==> src/rtl/rxbuf_pkg.sv <==
package rxbuf_pkg;
  localparam logic POOL_SMALL = 1'b0;
  localparam logic POOL_LARGE = 1'b1;

  typedef enum logic [1:0] {
    MODE_LARGE     = 2'd0,
    MODE_SMALL     = 2'd1,
    MODE_CHAIN     = 2'd2,
    MODE_LARGE_ALT = 2'd3
  } store_mode_e;

  typedef struct packed {
    logic load;      // open a buffer from loadPool
    logic loadPool;
    logic accept;    // one byte written to the open buffer
    logic close;     // open buffer finished
    logic last;      // the finishing byte ends the packet
  } ctl_strobe_t;
endpackage

==> src/rtl/rxbuf_cache.sv <==
module rxbuf_cache #(
  parameter int W     = 32,
  parameter int DEPTH = 32,
  localparam int PTR_W = $clog2(DEPTH),
  localparam int CNT_W = $clog2(DEPTH + 1)
) (
  input  logic             clk,
  input  logic             rstN,
  input  logic             push,
  input  logic [W-1:0]     pushData,
  input  logic             pop,
  output logic [W-1:0]     head,
  output logic [CNT_W-1:0] count,
  output logic             empty
);
  logic [W-1:0]     store [DEPTH];
  logic [PTR_W-1:0] wrPtr, rdPtr;

  function automatic logic [PTR_W-1:0] nextPtr(input logic [PTR_W-1:0] p);
    return (p == PTR_W'(DEPTH - 1)) ? '0 : p + 1'b1;
  endfunction

  always_ff @(posedge clk) begin
    if (push) store[wrPtr] <= pushData;
  end

  always_ff @(posedge clk or negedge rstN) begin
    if (!rstN) begin
      wrPtr <= '0;
      rdPtr <= '0;
      count <= '0;
    end else begin
      if (push) wrPtr <= nextPtr(wrPtr);
      if (pop)  rdPtr <= nextPtr(rdPtr);
      if (push && !pop)      count <= count + 1'b1;
      else if (pop && !push) count <= count - 1'b1;
    end
  end

  assign head  = store[rdPtr];
  assign empty = (count == '0);
endmodule

==> src/rtl/rxbuf_ctrl.sv <==
module rxbuf_ctrl
  import rxbuf_pkg::*;
#(
  parameter int CACHE_DEPTH = 32,
  parameter int LEN_W       = 5,
  localparam int CNT_W = $clog2(CACHE_DEPTH + 1)
) (
  input  logic             clk,
  input  logic             rstN,
  input  logic [1:0]       cfgMode,
  input  logic [1:0]       cfgBurst,
  input  logic [CNT_W-1:0] smallCount,
  input  logic [CNT_W-1:0] largeCount,
  input  logic [1:0]       cacheEmpty,
  output logic [1:0]       cachePush,
  output logic [1:0]       cachePop,
  output logic             fetchReq,
  output logic             fetchPool,
  output logic [LEN_W-1:0] fetchLen,
  input  logic             fetchAck,
  input  logic             descValid,
  input  logic             wrValid,
  input  logic             wrLast,
  input  logic             atLimit,
  output ctl_strobe_t      strobe,
  output logic             bufReady,
  output logic             starve
);
  logic [LEN_W-1:0] burstLen, remain;
  logic [CNT_W-1:0] burstCnt, roomLimit;
  logic useSmall, useLarge, needSmall, needLarge;
  logic outstanding, fillPool;
  logic active, firstOfPkt, wantPool, poolEmpty;

  always_comb begin
    case (cfgBurst)
      2'd0:    burstLen = LEN_W'(1);
      2'd1:    burstLen = LEN_W'(8);
      default: burstLen = LEN_W'(16);
    endcase
  end

  assign burstCnt  = CNT_W'(burstLen);
  assign roomLimit = CNT_W'(CACHE_DEPTH) - burstCnt;
  assign useSmall  = (cfgMode == MODE_SMALL) || (cfgMode == MODE_CHAIN);
  assign useLarge  = (cfgMode != MODE_SMALL);
  assign needSmall = useSmall && (smallCount < burstCnt) && (smallCount <= roomLimit);
  assign needLarge = useLarge && (largeCount < burstCnt) && (largeCount <= roomLimit);

  // Refill: one request or delivery in flight at a time.
  always_ff @(posedge clk or negedge rstN) begin
    if (!rstN) begin
      fetchReq    <= 1'b0;
      fetchPool   <= POOL_SMALL;
      fetchLen    <= '0;
      outstanding <= 1'b0;
      remain      <= '0;
      fillPool    <= POOL_SMALL;
    end else begin
      if (fetchReq && fetchAck) begin
        fetchReq    <= 1'b0;
        outstanding <= 1'b1;
        remain      <= fetchLen;
        fillPool    <= fetchPool;
      end else if (!fetchReq && !outstanding && (needSmall || needLarge)) begin
        fetchReq  <= 1'b1;
        fetchPool <= needSmall ? POOL_SMALL : POOL_LARGE;
        fetchLen  <= burstLen;
      end
      if (outstanding && descValid) begin
        remain <= remain - 1'b1;
        if (remain == LEN_W'(1)) outstanding <= 1'b0;
      end
    end
  end

  assign cachePush[POOL_SMALL] = outstanding && descValid && (fillPool == POOL_SMALL);
  assign cachePush[POOL_LARGE] = outstanding && descValid && (fillPool == POOL_LARGE);

  // Pool choice for the next buffer.
  always_comb begin
    case (cfgMode)
      MODE_SMALL: wantPool = POOL_SMALL;
      MODE_CHAIN: wantPool = (firstOfPkt && !cacheEmpty[POOL_SMALL]) ? POOL_SMALL : POOL_LARGE;
      default:    wantPool = POOL_LARGE;
    endcase
  end

  assign poolEmpty = cacheEmpty[wantPool];

  always_comb begin
    strobe          = '0;
    strobe.load     = !active && wrValid && !poolEmpty;
    strobe.loadPool = wantPool;
    strobe.accept   = active && wrValid;
    strobe.close    = active && wrValid && (wrLast || atLimit);
    strobe.last     = wrLast;
  end

  assign cachePop[POOL_SMALL] = strobe.load && (wantPool == POOL_SMALL);
  assign cachePop[POOL_LARGE] = strobe.load && (wantPool == POOL_LARGE);

  always_ff @(posedge clk or negedge rstN) begin
    if (!rstN) begin
      active     <= 1'b0;
      firstOfPkt <= 1'b1;
    end else begin
      if (strobe.load) active <= 1'b1;
      if (strobe.close) begin
        active     <= 1'b0;
        firstOfPkt <= strobe.last;
      end
    end
  end

  assign bufReady = active;
  assign starve   = !active && wrValid && poolEmpty;
endmodule

==> src/rtl/rxbuf_datapath.sv <==
module rxbuf_datapath
  import rxbuf_pkg::*;
#(
  parameter int ADDR_W = 32,
  parameter int SIZE_W = 13
) (
  input  logic              clk,
  input  logic              rstN,
  input  ctl_strobe_t       strobe,
  input  logic [ADDR_W-1:0] smallHead,
  input  logic [ADDR_W-1:0] largeHead,
  input  logic [SIZE_W-1:0] cfgSmallSize,
  input  logic [SIZE_W-1:0] cfgLargeSize,
  output logic              atLimit,
  output logic [ADDR_W-1:0] curAddr,
  output logic [SIZE_W-1:0] curRoom,
  output logic              usedValid,
  output logic              usedPool,
  output logic [ADDR_W-1:0] usedAddr,
  output logic [SIZE_W-1:0] usedCount,
  output logic              usedLast
);
  logic [ADDR_W-1:0] baseAddr;
  logic [SIZE_W-1:0] fill, bufSize, smallEff, largeEff;
  logic              bufPool;

  assign smallEff = (cfgSmallSize == '0) ? SIZE_W'(1) : cfgSmallSize;
  assign largeEff = (cfgLargeSize == '0) ? SIZE_W'(1) : cfgLargeSize;

  always_ff @(posedge clk or negedge rstN) begin
    if (!rstN) begin
      baseAddr  <= '0;
      fill      <= '0;
      bufSize   <= '0;
      bufPool   <= POOL_SMALL;
      usedValid <= 1'b0;
      usedPool  <= POOL_SMALL;
      usedAddr  <= '0;
      usedCount <= '0;
      usedLast  <= 1'b0;
    end else begin
      if (strobe.load) begin
        baseAddr <= (strobe.loadPool == POOL_LARGE) ? largeHead : smallHead;
        bufSize  <= (strobe.loadPool == POOL_LARGE) ? largeEff : smallEff;
        bufPool  <= strobe.loadPool;
        fill     <= '0;
      end else if (strobe.accept) begin
        fill <= fill + 1'b1;
      end
      usedValid <= strobe.close;
      if (strobe.close) begin
        usedPool  <= bufPool;
        usedAddr  <= baseAddr;
        usedCount <= fill + 1'b1;
        usedLast  <= strobe.last;
      end
    end
  end

  assign atLimit = ((fill + 1'b1) == bufSize);
  assign curAddr = baseAddr + ADDR_W'(fill);
  assign curRoom = bufSize - fill;
endmodule

==> src/rtl/rxbuf_alloc.sv <==
module rxbuf_alloc
  import rxbuf_pkg::*;
#(
  parameter int ADDR_W      = 32,
  parameter int SIZE_W      = 13,
  parameter int CACHE_DEPTH = 32,
  parameter int LEN_W       = 5
) (
  input  logic              clk,
  input  logic              rstN,
  input  logic [SIZE_W-1:0] cfgSmallSize,
  input  logic [SIZE_W-1:0] cfgLargeSize,
  input  logic [1:0]        cfgMode,
  input  logic [1:0]        cfgBurst,
  output logic              fetchReq,
  output logic              fetchPool,
  output logic [LEN_W-1:0]  fetchLen,
  input  logic              fetchAck,
  input  logic              descValid,
  input  logic [ADDR_W-1:0] descAddr,
  input  logic              wrValid,
  input  logic              wrLast,
  output logic              bufReady,
  output logic [ADDR_W-1:0] curAddr,
  output logic [SIZE_W-1:0] curRoom,
  output logic              starve,
  output logic              usedValid,
  output logic              usedPool,
  output logic [ADDR_W-1:0] usedAddr,
  output logic [SIZE_W-1:0] usedCount,
  output logic              usedLast
);
  localparam int CNT_W = $clog2(CACHE_DEPTH + 1);

  logic [1:0]        cachePush, cachePop, cacheEmpty;
  logic [ADDR_W-1:0] cacheHead  [2];
  logic [CNT_W-1:0]  cacheCount [2];
  ctl_strobe_t       strobe;
  logic              atLimit;

  for (genvar p = 0; p < 2; p++) begin : g_pool
    rxbuf_cache #(.W(ADDR_W), .DEPTH(CACHE_DEPTH)) u_cache (
      .clk      (clk),
      .rstN     (rstN),
      .push     (cachePush[p]),
      .pushData (descAddr),
      .pop      (cachePop[p]),
      .head     (cacheHead[p]),
      .count    (cacheCount[p]),
      .empty    (cacheEmpty[p])
    );
  end

  rxbuf_ctrl #(.CACHE_DEPTH(CACHE_DEPTH), .LEN_W(LEN_W)) u_ctrl (
    .clk        (clk),
    .rstN       (rstN),
    .cfgMode    (cfgMode),
    .cfgBurst   (cfgBurst),
    .smallCount (cacheCount[POOL_SMALL]),
    .largeCount (cacheCount[POOL_LARGE]),
    .cacheEmpty (cacheEmpty),
    .cachePush  (cachePush),
    .cachePop   (cachePop),
    .fetchReq   (fetchReq),
    .fetchPool  (fetchPool),
    .fetchLen   (fetchLen),
    .fetchAck   (fetchAck),
    .descValid  (descValid),
    .wrValid    (wrValid),
    .wrLast     (wrLast),
    .atLimit    (atLimit),
    .strobe     (strobe),
    .bufReady   (bufReady),
    .starve     (starve)
  );

  rxbuf_datapath #(.ADDR_W(ADDR_W), .SIZE_W(SIZE_W)) u_dp (
    .clk          (clk),
    .rstN         (rstN),
    .strobe       (strobe),
    .smallHead    (cacheHead[POOL_SMALL]),
    .largeHead    (cacheHead[POOL_LARGE]),
    .cfgSmallSize (cfgSmallSize),
    .cfgLargeSize (cfgLargeSize),
    .atLimit      (atLimit),
    .curAddr      (curAddr),
    .curRoom      (curRoom),
    .usedValid    (usedValid),
    .usedPool     (usedPool),
    .usedAddr     (usedAddr),
    .usedCount    (usedCount),
    .usedLast     (usedLast)
  );
endmodule

==> config.mk <==
export PLATFORM = sky130hd
export DESIGN_NAME = rxbuf_alloc
export DESIGN_NICKNAME = d
export VERILOG_FILES = /design/src/rtl/rxbuf_pkg.sv /design/src/rtl/rxbuf_cache.sv /design/src/rtl/rxbuf_ctrl.sv /design/src/rtl/rxbuf_datapath.sv /design/src/rtl/rxbuf_alloc.sv
export SDC_FILE = /design/constraint.sdc
export NUM_CORES = 2
export LEC_CHECK = 0
export CAP_MARGIN = 20
export CORE_MARGIN = 3
export CORE_UTILIZATION = 40
export CTS_CLUSTER_SIZE = 8
export DETAILED_ROUTE_END_ITERATION = 10
export GPL_ROUTABILITY_DRIVEN = 0
export SYNTH_ARGS = -nofsm -noshare
export SYNTH_HDL_FRONTEND = slang
export SYNTH_SLANG_ARGS = --single-unit
==> constraint.sdc <==
create_clock -name clk -period 4 [get_ports clk]
set_clock_uncertainty 0.15 [all_clocks]
set_input_delay 0.6 -clock clk [delete_from_list [all_inputs] [get_ports clk]]
set_output_delay 0.6 -clock clk [all_outputs]
set_load 0.02 [all_outputs]
==> flow_summary.html <==
<table>
<tr><th>Metric</th><th>Value</th></tr>
<tr><th colspan="2">Synthesis</th></tr>
<tr><td>Combinational family with the most area after synthesis</td><td>multiplexers</td></tr>
<tr><td>Area fraction in compound gates after synthesis</td><td>1.582%</td></tr>
<tr><td>Biggest area contributors in the synthesized netlist</td><td>edfxtp_1 (71%), mux4_2 (17%), dfrtp_1 (4.4%), ha_1 (0.99%), mux2i_1 (0.82%)</td></tr>
<tr><td>Post-synth EDFFs</td><td>between 2000 and 2500</td></tr>
<tr><td>Post-synthesis share of cell area spent on xor and xnor gates</td><td>0.7653%</td></tr>
<tr><td>Post-Synth Simple-Gate Area</td><td>1.863%</td></tr>
<tr><td>Adder and majority gate portion of the synthesized area</td><td>1.087%</td></tr>
<tr><td>Cell type with the largest total area after synthesis</td><td>edfxtp_1</td></tr>
<tr><td>Share of the synthesized area in the top cell type</td><td>70.84%</td></tr>
<tr><td>Portion of the post-synthesis area used by sequential elements</td><td>around three quarters</td></tr>
<tr><td>Most numerous cell in the Yosys netlist</td><td>edfxtp_1</td></tr>
<tr><td>Number of distinct library cells after synthesis</td><td>71</td></tr>
<tr><td>Synthesis-stage register bit count</td><td>between 2000 and 2500</td></tr>
<tr><td>Number of instances in the synthesized netlist</td><td>3926</td></tr>
<tr><td>Most frequent cells after synthesis</td><td>edfxtp_1 (2048), mux4_2 (640), dfrtp_1 (152)</td></tr>
<tr><td>Fraction of synthesized area in multiplexers</td><td>between 10% and 20%</td></tr>
<tr><td>Share of synthesized flip-flops with an asynchronous set or reset</td><td>between 6 and 7%</td></tr>
<tr><td>Number of warnings issued by yosys</td><td>0</td></tr>
<tr><td>Prevailing post-synth register cell</td><td>edfxtp_1</td></tr>
<tr><td>Avg Inst Size Synth</td><td>~22 sq um</td></tr>
<tr><td>Area of the mapped netlist</td><td>86820 sq um</td></tr>
<tr><th colspan="2">CTS</th></tr>
<tr><td>Total number of H-tree levels</td><td>5</td></tr>
<tr><td>Worst-Skew Late Latency</td><td>0.92 ns</td></tr>
<tr><td>TritonCTS Sinks</td><td>around 2200</td></tr>
<tr><td>Clock-pin slew on the worst setup and hold paths</td><td>0.05 ns</td></tr>
<tr><td>Clock tree from TritonCTS</td><td>done</td></tr>
<tr><td>CTS Root Cell</td><td>clkbuf_16</td></tr>
<tr><td>Worst-case clock buffer depth</td><td>4</td></tr>
<tr><td>Number of CTS-inserted buffers</td><td>325</td></tr>
<tr><th colspan="2">STA</th></tr>
<tr><td>Slew at the pin closest to its max-slew limit</td><td>1.158 ns</td></tr>
<tr><td>Portion of the clock cycle consumed by the worst path in the final layout</td><td>107.8%</td></tr>
<tr><td>Unrepaired setup endpoints after global routing</td><td>yes</td></tr>
<tr><td>Total of endpoints with negative setup slack in the final report</td><td>19</td></tr>
<tr><td>Final hold slack</td><td>between 0.03 and 0.04 ns</td></tr>
<tr><td>Post-route worst setup slack</td><td>-0.3129 ns</td></tr>
<tr><td>Final min period</td><td>4.313 ns</td></tr>
<tr><td>Maximum achievable frequency</td><td>231.9 MHz</td></tr>
<tr><td>Worst relative slew slack</td><td>22.79%</td></tr>
<tr><td>Final hold violations</td><td>0</td></tr>
<tr><td>Max-slew violation count</td><td>0</td></tr>
<tr><th colspan="2">Global route</th></tr>
<tr><td>Global Route Usage Sum</td><td>20.68%</td></tr>
<tr><td>Largest net degree at the start of global routing</td><td>between 70 and 80</td></tr>
<tr><td>Antenna violations before repair</td><td>5</td></tr>
<tr><td>Vias in the first global route</td><td>44660</td></tr>
<tr><td>Wire length of the first global-routing pass</td><td>~330 mm</td></tr>
<tr><td>GRT overflow</td><td>0</td></tr>
<tr><th colspan="2">Floorplan</th></tr>
<tr><td>Number of I/O pins</td><td>170</td></tr>
<tr><td>Core Box Area</td><td>215300 sq um</td></tr>
<tr><td>Die area</td><td>222700 sq um</td></tr>
<tr><td>Starting utilization of the core area</td><td>40.33%</td></tr>
<tr><td>Standard-cell row count</td><td>170</td></tr>
<tr><td>Die Span Y</td><td>roughly 470 microns</td></tr>
<tr><td>Die width</td><td>471.9 microns</td></tr>
<tr><th colspan="2">Detailed routing</th></tr>
<tr><td>Routed WL</td><td>230.5 mm</td></tr>
<tr><td>Count of vias placed by the detailed router</td><td>43370</td></tr>
<tr><td>Routed Antenna Nets</td><td>0</td></tr>
<tr><td>Number of iterations in the first detailed-routing pass</td><td>6</td></tr>
<tr><td>Wire length per cell</td><td>30.49 microns</td></tr>
<tr><td>Number of design-rule violations left by the first detailed-router iteration</td><td>4648</td></tr>
<tr><td>Mean number of vias per cell</td><td>between 5 and 6</td></tr>
<tr><td>Post-route DRC</td><td>0</td></tr>
<tr><th colspan="2">Pwr</th></tr>
<tr><td>Pwr dens</td><td>678.3 nW/um^2</td></tr>
<tr><td>P_leak</td><td>roughly 34 nW</td></tr>
<tr><td>Peak supply drop</td><td>423.2 uV</td></tr>
<tr><th colspan="2">Place</th></tr>
<tr><td>DP Wirelength</td><td>between 100 and 150 mm</td></tr>
<tr><td>Input/output buffers</td><td>between 150 and 200</td></tr>
<tr><td>Worst setup slack after placement</td><td>-0.01674 ns</td></tr>
<tr><td>Inst Count DP</td><td>7020</td></tr>
<tr><th colspan="2">Final layout</th></tr>
<tr><td>Net count of the finished layout</td><td>about 4700</td></tr>
<tr><td>Signed area change from the synthesized netlist to the final layout</td><td>20.71%</td></tr>
<tr><td>Layout fillers</td><td>17280</td></tr>
<tr><td>Non-filler cells in the finished layout</td><td>7562</td></tr>
<tr><td>Fraction of layout cells with a size suffix above 1</td><td>33.16%</td></tr>
<tr><th colspan="2">Critical path</th></tr>
<tr><td>Element type at the critical path end</td><td>output port</td></tr>
<tr><td>Most common cell type on the critical path</td><td>buf_6</td></tr>
<tr><td>CP required</td><td>3.25 ns</td></tr>
<tr><td>Cell type of the slowest stage on the worst timing path</td><td>dfrtp_1</td></tr>
<tr><td>Crit-path max FO</td><td>2</td></tr>
<tr><td>Type of the worst setup path</td><td>reg2out</td></tr>
<tr><td>Type of origin of the critical path</td><td>register</td></tr>
<tr><td>Critical Path Max Stage Delay</td><td>0.38 ns</td></tr>
<tr><td>Cell type group with the largest total delay on the critical path</td><td>compound AO/OA/AOI/OAI gates</td></tr>
<tr><td>Count of buffering cells on the critical path with inverters included</td><td>4</td></tr>
<tr><td>Crit path cell chain</td><td>ha_4, inv_2, fa_2, nand2b_4, a21boi_4, o21ai_4, a21o_4, buf_6, a21bo_4, a21oi_4, o21ai_2, xnor2_1, buf_4, buf_6</td></tr>
<tr><td>Arrival time of data at the critical path endpoint</td><td>3.56 ns</td></tr>
<tr><td>Worst setup path start</td><td>u_dp.fill[0]</td></tr>
<tr><td>R2R Path Start</td><td>u_dp.fill[1]</td></tr>
<tr><th colspan="2">Status</th></tr>
<tr><td>Failing checks</td><td>setup timing</td></tr>
<tr><td>Run status</td><td>finished with violations</td></tr>
<tr><th colspan="2">Worst hold path</th></tr>
<tr><td>Kind of path behind the tightest hold check</td><td>in2reg</td></tr>
<tr><td>HP Start</td><td>descAddr[19]</td></tr>
<tr><th colspan="2">Job</th></tr>
<tr><td>Number of violations of the max-capacitance limit</td><td>0</td></tr>
</table>
per-layer routing:
metal	GRT usage, %	vias up	share of wire [%]
li1	-	17760	-
met1	28.45	23570	41
met2	33.41	1705	49
met3	3.718	338	6.7
met4	7.127	2	3.4
met5	0	-	0.0056
report_power, final:
part	internal, mW	leakage [nW]	switching (mW)
Combinational	9.44	9.53	9.84
Clock	14.9	4.26	9.19
Sequential	26.4	20.3	1.33
registers in the layout (all words and copies together) (netlist names), 10 cells and up:
| name | cells |
|---|---|
| g_pool.u_cache.rdPtr | 10 |
| g_pool.u_cache.count | 12 |
| u_dp.usedAddr | 32 |
| u_dp.bufSize | 13 |
| u_dp.fill | 13 |
| u_dp.baseAddr | 32 |
| u_dp.usedCount | 13 |
| g_pool.u_cache.wrPtr | 10 |
| g_pool.u_cache.store | 2048 |
metrics by stage:
stage / power, mW / utilization, % / area, sq um / TNS [ns]
final: 71.09 / 48.69 / 104800 / -3.064
after global routing: 73.87 / 48.69 / 104800 / -6.294
after CTS: 71.74 / 48.26 / 103900 / -4.983
after detailed placement: 47.38 / 43.94 / 94580 / -0.01674
after global placement: 47.23 / 43.94 / 94580 / -0.02653
after floorplan: 39.50 / - / 86830 / 0
cells by family after synthesis:
group	Yosys count
AND/OR/NAND/NOR	341
flip-flops	2201
AO/OA/AOI/OAI	205
other	2
XOR/XNOR	75
multiplexers	758
buffers and inverters	271
adder cells (fa/ha/maj)	73
worst paths after layout:
check | endpoint | slack, ns | depth (start not counted)
setup / recovery | curAddr[14] | -0.31 | 14
min in group asynchronous | u_ctrl.outstanding | 0.19 | 2
hold / removal | g_pool[1].u_cache.store[12][19] | 0.04 | 1
hold reg to reg | u_dp.usedLast | 0.34 | 1
setup reg to reg | u_dp.usedAddr[22] | 0.57 | 13
max in group asynchronous | g_pool[1].u_cache.count[2] | 2.74 | 3
repair_timing:
action                     CTS  global route
resized for setup          152            54
hold endpoints to repair    85           211
setup buffers               20             7
setup endpoints to repair   36            32
pin swaps                   27            31
hold buffers                 3            21
cells in the final DEF, fill, tap and decap left out, types with 8 or more instances in the layout:
master,n
nor2_4,69
mux2_2,16
buf_2,36
a21o_1,8
mux2i_1,71
ha_4,8
a21oi_1,29
buf_4,227
xor2_1,27
nor2_1,37
a222oi_1,13
inv_1,73
dfrtp_1,143
clkdlybuf4s50_1,99
nand2_1,107
dlygate4sd3_1,24
clkbuf_1,133
mux2_4,31
xnor2_2,8
o21ai_0,60
edfxtp_1,2048
mux4_2,640
buf_6,19
o221ai_1,31
and3_1,15
nand2b_1,11
nor3_1,13
clkbuf_16,330
ha_1,61
buf_12,100
nand3_1,23
xnor2_1,36
cell type report:
| class | count | area [sq um] | area share, % |
|---|---|---|---|
| Clock buffer | 463 | 8757 | 8.356 |
| Inverter | 81 | 311.5 | 0.2973 |
| Sequential cell | 2201 | 65360 | 62.36 |
| Tap cell | 2838 | 3551 | 3.388 |
| Multi-Input combinational cell | 1456 | 21320 | 20.35 |
| Timing Repair Buffer | 515 | 5426 | 5.178 |
| Clock inverter | 7 | 76.32 | 0.07283 |
| Antenna cell | 1 | 2.502 | 0.002388 |
worst reg2reg max path, delay by kind of cell, from the launching register on:
family,cells,cell delay [ns]
buffers and inverters,4,0.62
adder cells (fa/ha/maj),1,0.26
AO/OA/AOI/OAI,1,0.07
AND/OR/NAND/NOR,5,1.31
multiplexers,1,0.47
flip-flops,1,0.36
XOR/XNOR,1,0.10
Power figures use the tool's default switching activity.
